**config.mk**
```make
export PLATFORM = sky130hd
export DESIGN_NAME = idx_cfg_io_bridge
export DESIGN_NICKNAME = d
export VERILOG_FILES = /design/src/rtl/idx_cfg_io_bridge.sv
export SDC_FILE = /design/constraint.sdc
export NUM_CORES = 1
export LEC_CHECK = 0
export BUFFER_PORTS_ARGS = -buffer_cell sky130_fd_sc_hd__buf_4
export CAP_MARGIN = 5
export CORE_ASPECT_RATIO = 1.75
export CORE_UTILIZATION = 40
export DETAILED_ROUTE_END_ITERATION = 10
export PLACE_DENSITY_LB_ADDON = 0.15
export RECOVER_POWER = 100
export SYNTH_ARGS = -nofsm -noshare
export SYNTH_HDL_FRONTEND = slang
export SYNTH_SLANG_ARGS = --single-unit
```
**constraint.sdc**
```tcl
create_clock -name clk -period 3 [get_ports clk]
set_clock_uncertainty 0.15 [all_clocks]
set_input_delay 0.3 -clock clk [delete_from_list [all_inputs] [get_ports clk]]
set_output_delay 0.3 -clock clk [all_outputs]
set_load 0.005 [all_outputs]
```
**src/rtl/idx_cfg_io_bridge.sv**
```systemverilog
module idx_cfg_io_bridge #(
  parameter int OFS_W = 12,
  parameter int IO_AW = 16,
  parameter logic [OFS_W-1:0] IDX_OFS = 12'h064,
  parameter logic [OFS_W-1:0] CFG_OFS = 12'h068,
  parameter logic [OFS_W-1:0] IO_OFS  = 12'h06C
) (
  input  logic             clk,
  input  logic             rst_n,
  input  logic             req_valid,
  output logic             req_ready,
  input  logic             req_write,
  input  logic [OFS_W-1:0] req_addr,
  input  logic [1:0]       req_size,
  input  logic [31:0]      req_wdata,
  output logic             rsp_valid,
  output logic             rsp_err,
  output logic [31:0]      rsp_rdata,
  output logic             dn_valid,
  output logic             dn_space,
  output logic             dn_write,
  output logic [1:0]       dn_size,
  output logic [31:0]      dn_addr,
  output logic [31:0]      dn_wdata,
  input  logic             dn_rsp_valid,
  input  logic [31:0]      dn_rsp_rdata
);

  localparam int PAD_W = 32 - IO_AW;

  function automatic logic [31:0] trim(input logic [1:0] sz, input logic [31:0] d);
    case (sz)
      2'd0:    trim = {24'd0, d[7:0]};
      2'd1:    trim = {16'd0, d[15:0]};
      default: trim = d;
    endcase
  endfunction

  function automatic logic [31:0] flip(input logic [1:0] sz, input logic [31:0] d);
    case (sz)
      2'd0:    flip = {24'd0, d[7:0]};
      2'd1:    flip = {16'd0, d[7:0], d[15:8]};
      default: flip = {d[7:0], d[15:8], d[23:16], d[31:24]};
    endcase
  endfunction

  logic        busy;
  logic        sel_cfg;
  logic [31:0] idx_q;
  logic        fit_ok;

  wire [1:0] lo      = req_addr[1:0];
  wire       hit_idx = (req_addr == IDX_OFS);
  wire       hit_cfg = (req_addr[OFS_W-1:2] == CFG_OFS[OFS_W-1:2]);
  wire       hit_io  = (req_addr[OFS_W-1:2] == IO_OFS[OFS_W-1:2]);
  wire       idx_go  = hit_idx && (req_size == 2'd2);
  wire       win_go  = (hit_cfg || hit_io) && fit_ok;
  wire       accept  = req_valid && req_ready;

  wire [31:0] cfg_addr = idx_q | {30'd0, lo};
  wire [31:0] io_sum   = idx_q + {30'd0, lo};
  wire [31:0] io_addr  = {{PAD_W{1'b0}}, io_sum[IO_AW-1:0]};

  assign req_ready = !busy;

  always_comb begin
    case (req_size)
      2'd0:    fit_ok = 1'b1;
      2'd1:    fit_ok = !lo[0];
      2'd2:    fit_ok = (lo == 2'b00);
      default: fit_ok = 1'b0;
    endcase
  end

  always_ff @(posedge clk or negedge rst_n) begin
    if (!rst_n) begin
      busy      <= 1'b0;
      sel_cfg   <= 1'b0;
      idx_q     <= '0;
      rsp_valid <= 1'b0;
      rsp_err   <= 1'b0;
      rsp_rdata <= '0;
      dn_valid  <= 1'b0;
      dn_space  <= 1'b0;
      dn_write  <= 1'b0;
      dn_size   <= 2'd0;
      dn_addr   <= '0;
      dn_wdata  <= '0;
    end else begin
      dn_valid  <= 1'b0;
      rsp_valid <= 1'b0;
      if (accept) begin
        if (win_go) begin
          busy     <= 1'b1;
          dn_valid <= 1'b1;
          dn_space <= hit_io;
          dn_write <= req_write;
          dn_size  <= req_size;
          dn_addr  <= hit_io ? io_addr : cfg_addr;
          dn_wdata <= !req_write ? 32'd0 :
                      hit_io ? trim(req_size, req_wdata) : flip(req_size, req_wdata);
          sel_cfg  <= hit_cfg;
        end else begin
          rsp_valid <= 1'b1;
          rsp_err   <= !idx_go;
          rsp_rdata <= (idx_go && !req_write) ? idx_q : 32'd0;
          if (idx_go && req_write) idx_q <= {req_wdata[31:2], 2'b00};
        end
      end else if (busy && dn_rsp_valid) begin
        busy      <= 1'b0;
        rsp_valid <= 1'b1;
        rsp_err   <= 1'b0;
        rsp_rdata <= dn_write ? 32'd0 :
                     sel_cfg ? flip(dn_size, dn_rsp_rdata) : trim(dn_size, dn_rsp_rdata);
      end
    end
  end

endmodule

```
==> results_dict.tcl <==
set metrics [dict create \
    status "finished, final reports clean" \
    cts_buffers 17 \
    syn_area_um2 6380 \
    drc 0 \
    syn_inst 661 \
    ys_warn_count 0 \
    htreeDepth 4 \
    setup_ws_ns 0.353 \
    max-slew-margin-rel 0.333 \
    clk_latency_ns 0.41 \
    cp.buffers_inverters 3 \
    die_h_um 169 \
    cts.sinks 135 \
    endpoint_kind "flop" \
    fin_crit_ns 2.65 \
    routedWlPerCell_um 20.3 \
    synth_area_leader_cell "dfrtp_1" \
    gp_congestion 0.876 \
    crit_path_start_kind "input port" \
    path_class "input port to flop" \
    track_usage 0.261 \
    whs_ns 0.0196 \
    diodes 0 \
    pre_cts_ws_ns 0.571 \
    arrival_ns 2.85 \
    ant_nets 0 \
    regArea_um2 3380 \
    io_buffers 186 \
    synth.most_common_cell "nand2_1" \
    ys.flop_type "dfrtp_1" \
    setup_tns_ns 0 \
    finalCoreUtilization 0.552 \
    nets 923 \
    drt-total-wl_um 21100 \
    first_global_vias 5729 \
    multi_input_area_um2 2730 \
    synth_top_area_frac 0.529 \
    worst_slew_pin_slew_ns 1.00 \
    core.rowCount 60 \
    drive_gt1_frac 0.306 \
    via_count 5688 \
    report.final.setup_viol 0 \
    overflow 0 \
    fp.dieArea_um2 16500 \
    synth-edff-count 0 \
    placed_cells 998 \
    antenna_found_initial 0 \
    powerDensity_nw_per_um2 524 \
    crit_family "simple AND/OR/NAND/NOR gates" \
    synthTopCellsByCount "nand2_1 (147), dfrtp_1 (135), o21ai_0 (59)" \
    fmax_mhz 378 \
    min_path_type "input port to flop" \
    synth_fp_nets 744 \
    ys_types 35 \
    die_w_um 97.5 \
    ys_seq_area_frac 0.529 \
    start_util 0.413 \
    cp_max_fo 24 \
    period_share 0.882 \
    clkTransAtPathRegs_ns 0.06 \
    max-cap-violations 0 \
    synth_area_leaders "dfrtp_1 (53%), nand2_1 (8.6%), mux2_2 (5.3%), mux2i_1 (5.0%), o21ai_0 (4.6%)" \
    avgSynthCellArea_um2 9.66 \
    io_pins 187 \
    drv_slew 0 \
    dr.pass1.iters 4 \
    cts_tree "yes" \
    worstPathRequired_ns 3.20 \
    worst_path_max_delay_cell "dlygate4sd3_1" \
    grt_pass1_wl_um 32600 \
    initialDrtViolationCount 397 \
    core_um2 15500 \
    path_cells "dlygate4sd3_1 -> clkbuf_1 -> o21ai_0 -> nand2_1 -> or3_2 -> buf_4 -> nor2_1 -> a22o_1" \
    rsz0062_at_grt "no" \
    p_leak_uw 0.00422 \
    ys_async_sr_fraction 1.00 \
    clockRootBuffer "clkbuf_16" \
    hold_viol_final 0 \
    ys_seq_elements 135 \
    clk_path_buf_depth 2 \
    max_stage_delay_ns 0.54 \
    via_per_inst 5.47 \
    grt_max_degree 69 \
    nFillCells 1455 \
    ir_drop_mv 0.328 \
    dp_hpwl_um 15800 \
    final_cells 1039 \
    syn_to_final_growth_pct 33.8 \
]
==> state kept, by name, summed over array words and instances, names as in the netlist <==
name       cells
dn_addr       32
dn_wdata      32
rsp_rdata     32
idx_q         30
dn_size        2
busy           1
dn_space       1
dn_valid       1
dn_write       1
rsp_err        1
rsp_valid      1
sel_cfg        1
==> path summary, 6_finish.rpt <==
path / from / endpoint / slack [ns] / cells past startpoint
hold reg to reg: dn_addr[27] / dn_addr[27] / 0.33 / 2
min in group asynchronous: rst_n / dn_wdata[25] / 0.24 / 2
max in group asynchronous: rst_n / dn_size[1] / 1.31 / 3
setup / recovery: req_size[0] / dn_wdata[14] / 0.35 / 8
hold / removal: req_wdata[18] / idx_q[18] / 0.02 / 2
setup reg to reg: busy / dn_wdata[14] / 0.63 / 5
==> final cells by class <==
type | count | area share
inverter | 6 | 0.00293
clock buffer | 19 | 0.0507
timing repair buffer | 207 | 0.184
clock inverter | 13 | 0.0201
tap | 186 | 0.0272
sequential | 135 | 0.395
multi-input combinational | 473 | 0.320
==> cells by family after synthesis <==
family                 after synthesis  share of synthesized area
buffers and inverters               53                     0.0384
muxes                               62                      0.103
and+or+nand+nor                    219                      0.147
AOI/OAI and AO/OA                  192                      0.183
DFF                                135                      0.529
==> stage by stage <==
stage                     instance area [µm²]  total power, µW
final                                    8540             4480
after global routing                     8540             4640
after detailed placement                 7920             2360
after floorplan                          6380             2070
after CTS                                8600             4520
after global placement                   7920             2360
==> cell usage in the layout, fill, tap and decap left out, types with 2 or more instances in the layout <==
cell	n
nor2_1	36
nand4_1	2
a21o_1	3
clkbuf_2	2
nor3_1	8
o221ai_1	2
nand2b_1	10
clkbuf_4	100
o22ai_1	22
inv_6	2
nand3_1	2
bufinv_16	3
mux2i_1	32
a21oi_1	58
clkinvlp_4	5
dfrtp_1	135
a22oi_1	8
a211oi_1	6
clkbuf_1	8
mux2_2	30
buf_4	87
buf_12	2
o21ai_0	69
a22o_1	24
nor2b_1	2
and3_1	2
clkinv_4	3
inv_1	4
dlygate4sd3_1	9
nor3_2	2
clkbuf_16	17
nand2_1	147
==> report_power, final <==
part	switching [µW]	total [µW]	internal, µW
registers	30.7	1890	1860
logic	231	434	203
clock network	836	2150	1320
total	1100	4480	3380
==> metal layers <==
metal  up-vias  part of all wire  GRT usage
met5         -                 0          0
met4         0             0.034      0.118
met3        42             0.055     0.0454
met2       236              0.53      0.458
met1      2746              0.38      0.311
li1       2664                 -          -
==> timing repair <==
action,4_1_cts,5_1_grt
hold buffers,8,1
endpoints found under the setup margin,0,0
gates resized for setup,0,0
setup buffers,0,0
endpoints found under the hold margin,42,1
Power figures use the tool's default switching activity.
